File: config.mk
export PLATFORM = sky130hd
export DESIGN_NAME = str_ring_emu
export DESIGN_NICKNAME = d
export VERILOG_FILES = /design/src/rtl/str_pkg.sv /design/src/rtl/str_stage.sv /design/src/rtl/str_token_count.sv /design/src/rtl/str_ring_emu.sv
export SDC_FILE = /design/constraint.sdc
export NUM_CORES = 1
export LEC_CHECK = 0
export ABC_AREA = 0
export CORE_UTILIZATION = 49
export DETAILED_ROUTE_END_ITERATION = 6
export DONT_BUFFER_PORTS = 1
export GPL_TIMING_DRIVEN = 0
export SLEW_MARGIN = 30
export SYNTH_ARGS = -nofsm -noshare
export SYNTH_HDL_FRONTEND = slang
export SYNTH_SLANG_ARGS = --single-unit
File: constraint.sdc
create_clock -name clk -period 3.35 [get_ports clk]
set_input_delay 0.1675 -clock clk [delete_from_list [all_inputs] [get_ports clk]]
set_output_delay 0.1675 -clock clk [all_outputs]
set_load 0.01 [all_outputs]
File: src/rtl/str_pkg.sv
// Package: shared constants and elaboration-time helpers for the ring emulator.
// Assumes ring lengths no larger than STR_MAX_L.
package str_pkg;

    localparam int STR_MAX_L = 96;

    // Oscillation is possible with an even, non-zero token count and at least one bubble.
    function automatic bit str_cfg_valid(input int l, input int nt);
        return (l >= 3) && (nt >= 2) && (nt <= l - 1) && ((nt % 2) == 0);
    endfunction

    // Seed pattern: tokens at floor(k*l/nt); stage i is the parity of token positions in 1..i.
    function automatic logic [STR_MAX_L-1:0] str_seed(input int l, input int nt);
        logic [STR_MAX_L-1:0] pat;
        pat = '0;
        if (str_cfg_valid(l, nt)) begin
            for (int i = 0; i < l; i++) begin
                int hits;
                hits = 0;
                for (int k = 1; k < nt; k++) begin
                    if ((k * l) / nt <= i) hits++;
                end
                pat[i] = hits[0];
            end
        end
        return pat;
    endfunction

endpackage

File: src/rtl/str_stage.sv
// Module: one hold-or-copy ring stage.
// Copies the forward input when the forward and reverse inputs differ, otherwise holds.
// Assumes the caller gates step with the configuration check.
module str_stage (
    input  logic clk,
    input  logic rst_n,
    input  logic step,
    input  logic seed,
    input  logic fwd,
    input  logic rev,
    output logic q
);

    // Stage register: reload on reset, copy forward value on an enabled disagreement.
    always_ff @(posedge clk) begin
        if (!rst_n) begin
            q <= seed;
        end else if (step && (fwd != rev)) begin
            q <= fwd;
        end
    end

endmodule

File: src/rtl/str_token_count.sv
// Module: counts tokens, i.e. stages whose output differs from the stage behind them.
// Purely combinational; assumes CW is wide enough to hold L.
module str_token_count #(
    parameter int L  = 8,
    parameter int CW = $clog2(L + 1)
) (
    input  logic [L-1:0]  ring,
    output logic [CW-1:0] count
);

    logic [L-1:0] diff;

    // Mark every stage that disagrees with its predecessor, wrapping at stage 0.
    always_comb begin
        for (int i = 0; i < L; i++) begin
            diff[i] = ring[i] ^ ring[(i + L - 1) % L];
        end
    end

    // Sum the marks.
    always_comb begin
        count = '0;
        for (int i = 0; i < L; i++) begin
            count = count + CW'(diff[i]);
        end
    end

endmodule

File: src/rtl/str_ring_emu.sv
// Module: cycle-stepped self-timed ring of L stages seeded with NT evenly spread tokens.
// One firing step per clock while en is high; all stages decide from pre-edge values.
// Assumes 4 <= L <= 96. An unusable configuration loads zeros and stays static.
module str_ring_emu
    import str_pkg::*;
#(
    parameter int L  = 8,
    parameter int NT = L / 2
) (
    input  logic                     clk,
    input  logic                     rst_n,
    input  logic                     en,
    output logic [L-1:0]             stages,
    output logic                     tap,
    output logic [$clog2(L+1)-1:0]   tok_count,
    output logic                     cfg_ok
);

    localparam int CW = $clog2(L + 1);
    localparam bit CFG_OK = str_cfg_valid(L, NT);
    localparam logic [STR_MAX_L-1:0] SEED_FULL = str_seed(L, NT);
    localparam logic [L-1:0] SEED = SEED_FULL[L-1:0];

    logic step;

    // Stepping is allowed only for an oscillating configuration.
    assign step = en & CFG_OK;

    // One stage per ring position: forward from behind, reverse from ahead.
    for (genvar i = 0; i < L; i++) begin : g_stage
        localparam int PREV = (i + L - 1) % L;
        localparam int NEXT = (i + 1) % L;
        str_stage u_stage (
            .clk   (clk),
            .rst_n (rst_n),
            .step  (step),
            .seed  (SEED[i]),
            .fwd   (stages[PREV]),
            .rev   (stages[NEXT]),
            .q     (stages[i])
        );
    end

    str_token_count #(
        .L  (L),
        .CW (CW)
    ) u_count (
        .ring  (stages),
        .count (tok_count)
    );

    assign tap    = stages[0];
    assign cfg_ok = CFG_OK;

endmodule

==> impl_metrics.tcl, run 1 <==
set metrics [dict create \
    htreeDepth 1 \
    ff_latch_area_um2 160 \
    drt_first_iter_violations 6 \
    synthMuxAreaShare_pct 0 \
    wl_per_cell_um 11.0 \
    fmax_mhz 315 \
    clockBufferDepth 2 \
    worstPathRequired_ns 3.18 \
    io_pins 17 \
    area_growth_pct 8.62 \
    max-vdd-ir-drop_mv 0.393 \
    synth-edff-count 0 \
    dieArea_um2 1540 \
    hold_class "primary input to flip-flop" \
    cts_tree "built" \
    synth_seq_cells 8 \
    synthXorXnorAreaFrac_pct 10.3 \
    netlist_area_um2 682 \
    multi_input_area_um2 405 \
    worstSkewPairLatency_ns 0.25 \
    clk_pin_slew_ns 0.06 \
    finalSetupTns_ns 0 \
    grt_pass1_vias 462 \
    async_flop_share_pct 0 \
    finalCritPeriodShare_pct 94.6 \
    post_dp_cell_area_um2 701 \
    regMostFlops "g_stage.u_stage.q" \
    rsz0062_at_grt "false" \
    die_w_um 39.3 \
    fp.dieH_um 39.3 \
    skew_ns 0.00195 \
    ff2ff_path_depth 4 \
    grt_use_total_pct 18.9 \
    avgSynthCellArea_um2 8.12 \
    worstSetupEndpointType "primary output" \
    num_vias 505 \
    cts.root.buffer_cell "clkbuf_4" \
    pwr-share-seq_pct 28.8 \
    leakagePower_nw 0.331 \
    cp_cell_sequence "buf_2 > xor2_2 > fa_1 > fa_1 > fa_1 > inv_1 > fa_1 > inv_1" \
    dp_hpwl_um 828 \
    reg_top3 "g_stage.u_stage.q (8)" \
    arrival_ns 3.00 \
    crit_path_start_kind "flip-flop" \
    synth_cell_types 24 \
    slew_viol_final 0 \
    worstHoldPathCells 1 \
    final_area_um2 741 \
    cts_sinks 8 \
    ys_seq_area_share_pct 23.5 \
    crit_path_frequent_cell "fa_1" \
    synth_common_cells "9 x a21oi_1, 9 x buf_4, 8 x dfxtp_1" \
    drive_gt1_share_pct 23.3 \
    portBuffers 0 \
    finalSetupViolCount 0 \
    vias_per_cell 5.00 \
    antenna_found_initial 0 \
    yosysWarnings 0 \
    status "finished, final reports clean" \
    first_pass_iters 4 \
    crit_fanout 9 \
    combPwrFrac_pct 53.1 \
    routed_wl_mm 1.11 \
    crit_slowest_cell "fa_1" \
    synthAdderAreaFrac_pct 15.4 \
    clkPwrFrac_pct 18.1 \
    power.switching_mw 0.170 \
    switching_share_pct 41.1 \
    hold_viol_final 0 \
    rows 13 \
    synth_compound_area_share_pct 18.2 \
    maxCapViolCount 0 \
    powerDensity_nw_per_um2 556 \
    max_stage_delay_ns 0.51 \
    synth_nets 93 \
    synth_top_family_by_area "buffers and inverters" \
    yosysTopAreaCell "dfxtp_1" \
    synthFlopType "dfxtp_1" \
    postCtsSetupBuffers 0 \
    power.internal_mw 0.243 \
    grt_start_max_net_pins 11 \
    synth-simple-area-share_pct 12.8 \
    grt_pass1_wl_mm 1.89 \
    nets 97 \
    antenna-diode-count 0 \
    ant_nets 0 \
    yosysTopAreaCellShare_pct 23.5 \
    critPathKind "flip-flop to primary output" \
    fill_cells 136 \
    netlist_instances 84 \
    largest_register_ffs 8 \
    place_congestion 0.731 \
    coreArea_um2 1300 \
    start_util_pct 52.4 \
    tritoncts.num_buffers 3 \
    yosys-top-cells-area "dfxtp_1 23%, fa_1 12%, buf_4 9.9%, xor2_1 9.0%, a21oi_1 6.6%" \
    overflow 0 \
    drc 0 \
    period_needed_ns 3.17 \
]
==> path summary, 6_finish.rpt <==
check                            start              endpoint  slack [ns]
hold reg to reg   g_stage[0].u_stage.q  g_stage[0].u_stage.q        0.63
hold / removal                   rst_n  g_stage[3].u_stage.q       0.007
setup reg to reg  g_stage[1].u_stage.q  g_stage[2].u_stage.q        2.37
setup / recovery  g_stage[7].u_stage.q          tok_count[1]        0.18
==> per-stage QoR <==
stage	hold slack, ns	util [%]	setup WS [ns]	power, mW	std cells
4_1_cts	0.000790	56.3	0.0752	0.419	103
5_1_grt	0.000895	56.9	0.0118	0.463	101
6_report	0.00655	56.9	0.180	0.412	101
2_1_floorplan	0.247	-	0.504	0.313	84
3_3_place_gp	0.256	53.8	0.371	0.336	99
3_5_place_dp	0.254	53.8	0.363	0.342	99
==> power by group through the flow <==
stage | Clock (mW) | Combinational, mW | Sequential [mW]
6_report | 0.0746 | 0.219 | 0.119
2_1_floorplan | 0 | 0.197 | 0.115
3_5_place_dp | 0 | 0.225 | 0.117
3_3_place_gp | 0 | 0.219 | 0.117
5_1_grt | 0.0840 | 0.258 | 0.121
4_1_cts | 0.0769 | 0.227 | 0.115
==> per-layer routing <==
metal  vias up  wire length, um  track usage, %
met5         -                0               0
met4         0                8            5.17
met3         2               60            9.09
met2        12              501            29.2
met1       229              542            23.2
li1        262                -               -
==> kinds of logic after synthesis <==
logic type      Yosys count
simple gates             17
fa+ha+maj                 6
buf+inv                  23
flops                     8
other cells               1
compound gates           21
xor+xnor                  8
==> worst max-delay path, delay by kind of cell, from the launching register on <==
family,cells,cell delay (ns)
buf+inv,3,0.37
flops,1,0.30
xor+xnor,1,0.19
fa+ha+maj,4,1.87
==> placed cells by master, fill, tap and decap left out, drive strengths merged, types with 3 or more instances in the layout <==
master  Yosys  routed
buf        13      13
a21oi      10      10
dfxtp       8       8
xor2        7       7
nand2       6       6
inv         6       6
o21ai       5       5
clkbuf      4       5
nand2b      4       4
fa          4       4
and2        3       3
==> layout make-up <==
| cell class | instances | share of cell area [%] |
|---|---|---|
| tap | 15 | 2.53 |
| sequential | 8 | 21.6 |
| inverter | 6 | 3.04 |
| clock buffer | 3 | 3.04 |
| timing repair buffer | 1 | 1.35 |
| buffer | 15 | 13.7 |
| multi-input combinational | 53 | 54.7 |
==> repair_timing <==
| action | 4_1_cts | 5_1_grt |
|---|---|---|
| endpoints found under the setup margin | 0 | 2 |
| hold buffers | 1 | 0 |
| endpoints found under the hold margin | 3 | 0 |
| resized for setup | 0 | 2 |
(Power assumes the default switching activity.)
==> run 2, diff against run 1 <==
SYNTH_HIERARCHICAL = 1   (was default)
==> impl_metrics.tcl, run 2 <==
set metrics [dict create \
    status "complete, but fails checks" \
    violations "setup timing" \
    pwr-share-seq_pct 19.4 \
    setup_slack_ns -0.244 \
    area_growth_pct 18.9 \
    fill_cells 111 \
    critPathKind "flip-flop to primary output" \
    yosysTopAreaCellShare_pct 31.6 \
    reg_top3 "g_stage.u_stage/q (8)" \
    overflow 0 \
    place_congestion 0.733 \
    finalCritPeriodShare_pct 107 \
    portBuffers 0 \
    antenna_found_initial 0 \
    tritoncts.num_buffers 3 \
    power.internal_mw 0.497 \
    finalSetupTns_ns -0.525 \
    synthFlopType "edfxtp_1" \
    powerDensity_nw_per_um2 972 \
    die_w_um 41.4 \
    start_util_pct 55.7 \
    cts_sinks 8 \
    avgSynthCellArea_um2 10.9 \
    yosys-top-cells-area "edfxtp_1 32%, xnor2_1 16%, mux2_4 16%, fa_1 11%, inv_1 7.9%" \
    ys_seq_area_share_pct 31.6 \
    leakagePower_nw 0.411 \
    synth-edff-count 8 \
    first_pass_iters 4 \
    cts.root.buffer_cell "clkbuf_4" \
    grt_use_total_pct 16.4 \
    largest_register_ffs 8 \
    yosysWarnings 6 \
    grt_pass1_wl_mm 2.02 \
    skew_ns 0.00351 \
    async_flop_share_pct 0 \
    grt_use_met3_pct 5.65 \
    switching_share_pct 43.5 \
    cts_hold_buf 0 \
    met1_usage_pct 19.5 \
    rsz0062_at_grt "true" \
    synth_common_cells "16 x inv_1, 14 x xnor2_1, 8 x edfxtp_1, 8 x mux2_4, 8 x o21ai_1" \
    rows 13 \
    vias_per_cell 4.94 \
    slew_viol_final 0 \
    clk_pin_slew_ns 0.06 \
    crit_fanout 7 \
    antenna-diode-count 0 \
    cts_tree "built" \
    io_pins 17 \
    netlist_instances 70 \
    dp_hpwl_um 896 \
    drt_first_iter_violations 8 \
    coreArea_um2 1370 \
    combPwrFrac_pct 72.0 \
    power.switching_mw 0.382 \
    clockBufferDepth 2 \
    power_mw 0.879 \
    top_usage_layer "met2" \
    final_cell_mix "11 x inv_1, 11 x xnor2_1, 9 x conb_1" \
    period_needed_ns 3.59 \
    fmax_mhz 278 \
    gr-usage-met2_pct 24.4 \
    grt_pass1_vias 446 \
    fp.dieH_um 41.4 \
    routed_wl_mm 1.28 \
    ant_nets 0 \
    hold_class "primary input to flip-flop" \
    arrival_ns 3.43 \
    finalSetupViolCount 3 \
    drc 0 \
    crit_path_start_kind "flip-flop" \
    dieArea_um2 1710 \
    maxCapViolCount 0 \
    grt_start_max_net_pins 17 \
    synth_seq_cells 8 \
    nets 94 \
    htreeDepth 1 \
    synth_most_common_cell "inv_1" \
    worstSetupEndpointType "primary output" \
    worstPathRequired_ns 3.18 \
    regMostFlops "g_stage.u_stage/q" \
    final_area_um2 905 \
    netlist_area_um2 761 \
    drive_gt1_share_pct 34.1 \
    yosysTopAreaCell "edfxtp_1" \
    clkPwrFrac_pct 8.6 \
    post_dp_cell_area_um2 813 \
    num_vias 479 \
    wl_per_cell_um 13.2 \
    max-vdd-ir-drop_mv 0.533 \
    synth_cell_types 12 \
    hold_viol_final 0 \
    worstSkewPairLatency_ns 0.26 \
]
-- run 2: cell types whose count changed after synthesis, moves of 3 or more --
cell	delta
a21oi_1	-8
and2_1	-3
buf_2	-3
buf_4	-7
clkbuf_1	-4
dfxtp_1	-8
edfxtp_1	+8
inv_1	+11
mux2_4	+8
nand2_1	-6
nand2b_1	-4
o21ai_1	+3
xnor2_1	+13
xor2_1	-4
-- run 2: area by class of cell --
| class | instances | area (um2) | share of cell area [%] |
|---|---|---|---|
| Multi-Input combinational cell | 51 | 526 | 58.1 |
| Sequential cell | 8 | 240 | 26.6 |
| Inverter | 16 | 60.1 | 6.64 |
| Clock buffer | 3 | 22.5 | 2.49 |
| Timing Repair Buffer | 2 | 22.5 | 2.49 |
| Tap cell | 15 | 18.8 | 2.07 |
| Buffer | 2 | 15.0 | 1.66 |
-- run 2: repair_timing --
item	in CTS	in global routing
endpoints found under the setup margin	3	3
gates cloned	0	0
pin swaps	6	2
buffers inserted	0	2
resized for setup	7	9
-- run 2: critical path, cell delays in order, from the launching register on --
cell and delay [ns]:
edfxtp_1 0.58, xnor2_2 0.21, fa_1 0.53, inv_2 0.04, fa_1 0.49, inv_2 0.05
fa_2 0.52, inv_2 0.05, ha_4 0.16, inv_2 0.05, fa_2 0.42, inv_2 0.08
-- run 2: logic make-up (layout without fill, tap and decap cells) --
logic type               after synthesis  after routing  share of synthesized area (%)
adder cells (fa/ha/maj)                7              7                           15.5
other                                  2              9                          0.987
multiplexers                           8              8                           15.8
AO/OA/AOI/OAI                          9              9                           5.92
flip-flops                             8              8                           31.6
XOR/XNOR                              17             17                           19.6
buffers and inverters                 18             23                           9.87
AND/OR/NAND/NOR                        1              1                          0.823
-- run 2: final timing paths --
check / end / start / depth (start not counted) / slack [ns]
max: tok_count[1] / g_stage[0].u_stage/q / 11 / -0.24
min: g_stage[2].u_stage/q / rst_n / 1 / 0.10
max reg2reg: g_stage[1].u_stage/q / g_stage[0].u_stage/q / 2 / 2.12
min reg2reg: g_stage[4].u_stage/q / g_stage[3].u_stage/q / 1 / 0.85
-- run 2: power groups by stage --
stage	logic [mW]	clock network [mW]	registers (mW)
5_1_grt	0.690	0.0834	0.175
3_5_place_dp	0.425	0	0.172
3_3_place_gp	0.416	0	0.171
4_1_cts	0.468	0.0763	0.172
2_1_floorplan	0.375	0	0.163
6_report	0.633	0.0759	0.171
-- run 2: metal layers --
metal / wire length [um] / up-vias / part of all wire [%]
met5: 0 / - / 0
met4: 21 / 0 / 1.6
met3: 95 / 2 / 7.4
met2: 583 / 20 / 46
met1: 575 / 221 / 45
li1: - / 236 / -
-- run 2: through the flow --
stage	utilization (%)	cells	hold WS (ns)	setup WS, ns
floorplan	-	77	0.358	0.0137
global placement	59.5	92	0.361	-0.0881
detailed placement	59.5	92	0.367	-0.130
CTS	62.6	95	0.106	-0.258
global route	66.2	97	0.109	-0.371
finish	66.2	97	0.102	-0.244
==> run 3, diff against run 2 <==
CORE_MARGIN = 2   (was default)
MAX_ROUTING_LAYER = met4   (was default)
==> impl_metrics.tcl, run 3 (synthesis gave the netlist of run 2 again) <==
set metrics [dict create \
    status "complete, but fails checks" \
    violations "setup timing" \
    instances_no_fill 96 \
    postCtsSetupBuffers 0 \
    tritoncts.num_buffers 3 \
    rsz0062_at_grt "true" \
    hold_viol_final 0 \
    htreeDepth 1 \
    grt_use_total_pct 14.8 \
    drc 0 \
    drive_gt1_share_pct 32.5 \
    layout.cells.most_common "inv_1" \
    worstHoldPathCells 1 \
    dp_hpwl_um 920 \
    skew_ns 0.00286 \
    grt_pass1_vias 430 \
    max-vdd-ir-drop_mv 0.383 \
    rows 14 \
    cts_sinks 8 \
    fp.dieH_um 43.4 \
    critPathKind "flip-flop to primary output" \
    clockBufferDepth 2 \
    largest_register_ffs 8 \
    cts_hold_buf 0 \
    die_w_um 43.4 \
    drt_first_iter_violations 5 \
    clk_pin_slew_ns 0.06 \
    io_pins 17 \
    final_area_um2 883 \
    arrival_ns 3.44 \
    powerDensity_nw_per_um2 886 \
    antenna-diode-count 0 \
    post_dp_cell_area_um2 815 \
    nets 92 \
    period_needed_ns 3.61 \
    wl_per_cell_um 13.5 \
    grt_pass1_wl_mm 1.91 \
    grt_start_max_net_pins 17 \
    finalCritPeriodShare_pct 108 \
    final_cell_mix "12 x inv_1, 10 x xnor2_1, 9 x conb_1" \
    antenna_found_initial 0 \
    fmax_mhz 277 \
    cts_tree "built" \
    num_vias 471 \
    dp_cells 93 \
    power_mw 0.782 \
    worstSkewPairLatency_ns 0.25 \
    worstPathRequired_ns 3.18 \
    area_growth_pct 16.1 \
    portBuffers 0 \
    routed_wl_mm 1.30 \
    dieArea_um2 1880 \
    regMostFlops "g_stage.u_stage/q" \
    crit_fanout 7 \
    overflow 0 \
    place_congestion 0.716 \
    crit_path_start_kind "flip-flop" \
    slew_viol_final 0 \
    ff2ff_path_depth 2 \
    ant_nets 0 \
    finalSetupViolCount 2 \
    maxCapViolCount 0 \
    finalSetupTns_ns -0.451 \
    cts.root.buffer_cell "clkbuf_4" \
    first_pass_iters 4 \
    coreArea_um2 1490 \
    fill_cells 131 \
    start_util_pct 51.1 \
    reg_top3 "g_stage.u_stage/q (8)" \
    leakagePower_nw 0.404 \
    setup_slack_ns -0.259 \
    worstSetupEndpointType "primary output" \
    vias_per_cell 4.91 \
    hold_class "primary input to flip-flop" \
]
## run 3: per-stage QoR
stage | worst slack [ns] | util (%) | hold slack, ns
3_3_place_gp | -0.0986 | 54.7 | 0.362
5_1_grt | -0.369 | 59.3 | 0.110
2_1_floorplan | 0.0137 | - | 0.358
6_report | -0.259 | 59.3 | 0.107
3_5_place_dp | -0.125 | 54.7 | 0.367
4_1_cts | -0.321 | 57.6 | 0.0972
## run 3: critical path: stages (launching register included)
cell and delay, ns:
edfxtp_1 0.59, xnor2_2 0.23, fa_1 0.54, inv_2 0.04, fa_1 0.47, inv_1 0.05, fa_2 0.52, inv_2 0.04
ha_4 0.15, inv_2 0.05, fa_2 0.42, inv_2 0.08
## run 3: where the power goes
part,internal (mW),switching (mW)
registers,0.130,0.0425
clock network,0.0411,0.0344
logic,0.263,0.272
total,0.433,0.349
## run 3: final timing paths
path | startpoint | endpoint | slack [ns]
max | g_stage[0].u_stage/q | tok_count[1] | -0.26
min | rst_n | g_stage[0].u_stage/q | 0.11
max reg2reg | g_stage[0].u_stage/q | g_stage[1].u_stage/q | 2.11
min reg2reg | g_stage[5].u_stage/q | g_stage[6].u_stage/q | 0.86
## run 3: per-layer routing
metal | track usage (%) | part of all wire, % | wire length, um | vias to the layer above
met5 | - | 0 | 0 | -
met4 | 9.09 | 1.1 | 14 | 0
met3 | 2.50 | 5.8 | 75 | 2
met2 | 21.5 | 52 | 676 | 14
met1 | 19.3 | 41 | 528 | 221
li1 | - | - | - | 234
## run 3: layout make-up
cell class              instances  area [um2]  share of cell area [%]
flip-flops and latches          8         240                    27.2
inverters                      16        60.1                    6.80
well taps                      16        20.0                    2.27
multi-input cells              51         526                    59.5
plain buffers                   2        15.0                    1.70
clock buffers                   3        22.5                    2.55
## run 3: repair_timing
| action | in CTS | in global routing |
|---|---|---|
| resized for setup | 7 | 6 |
| cloned | 0 | 0 |
| pin swaps | 7 | 6 |
| setup endpoints to repair | 3 | 3 |
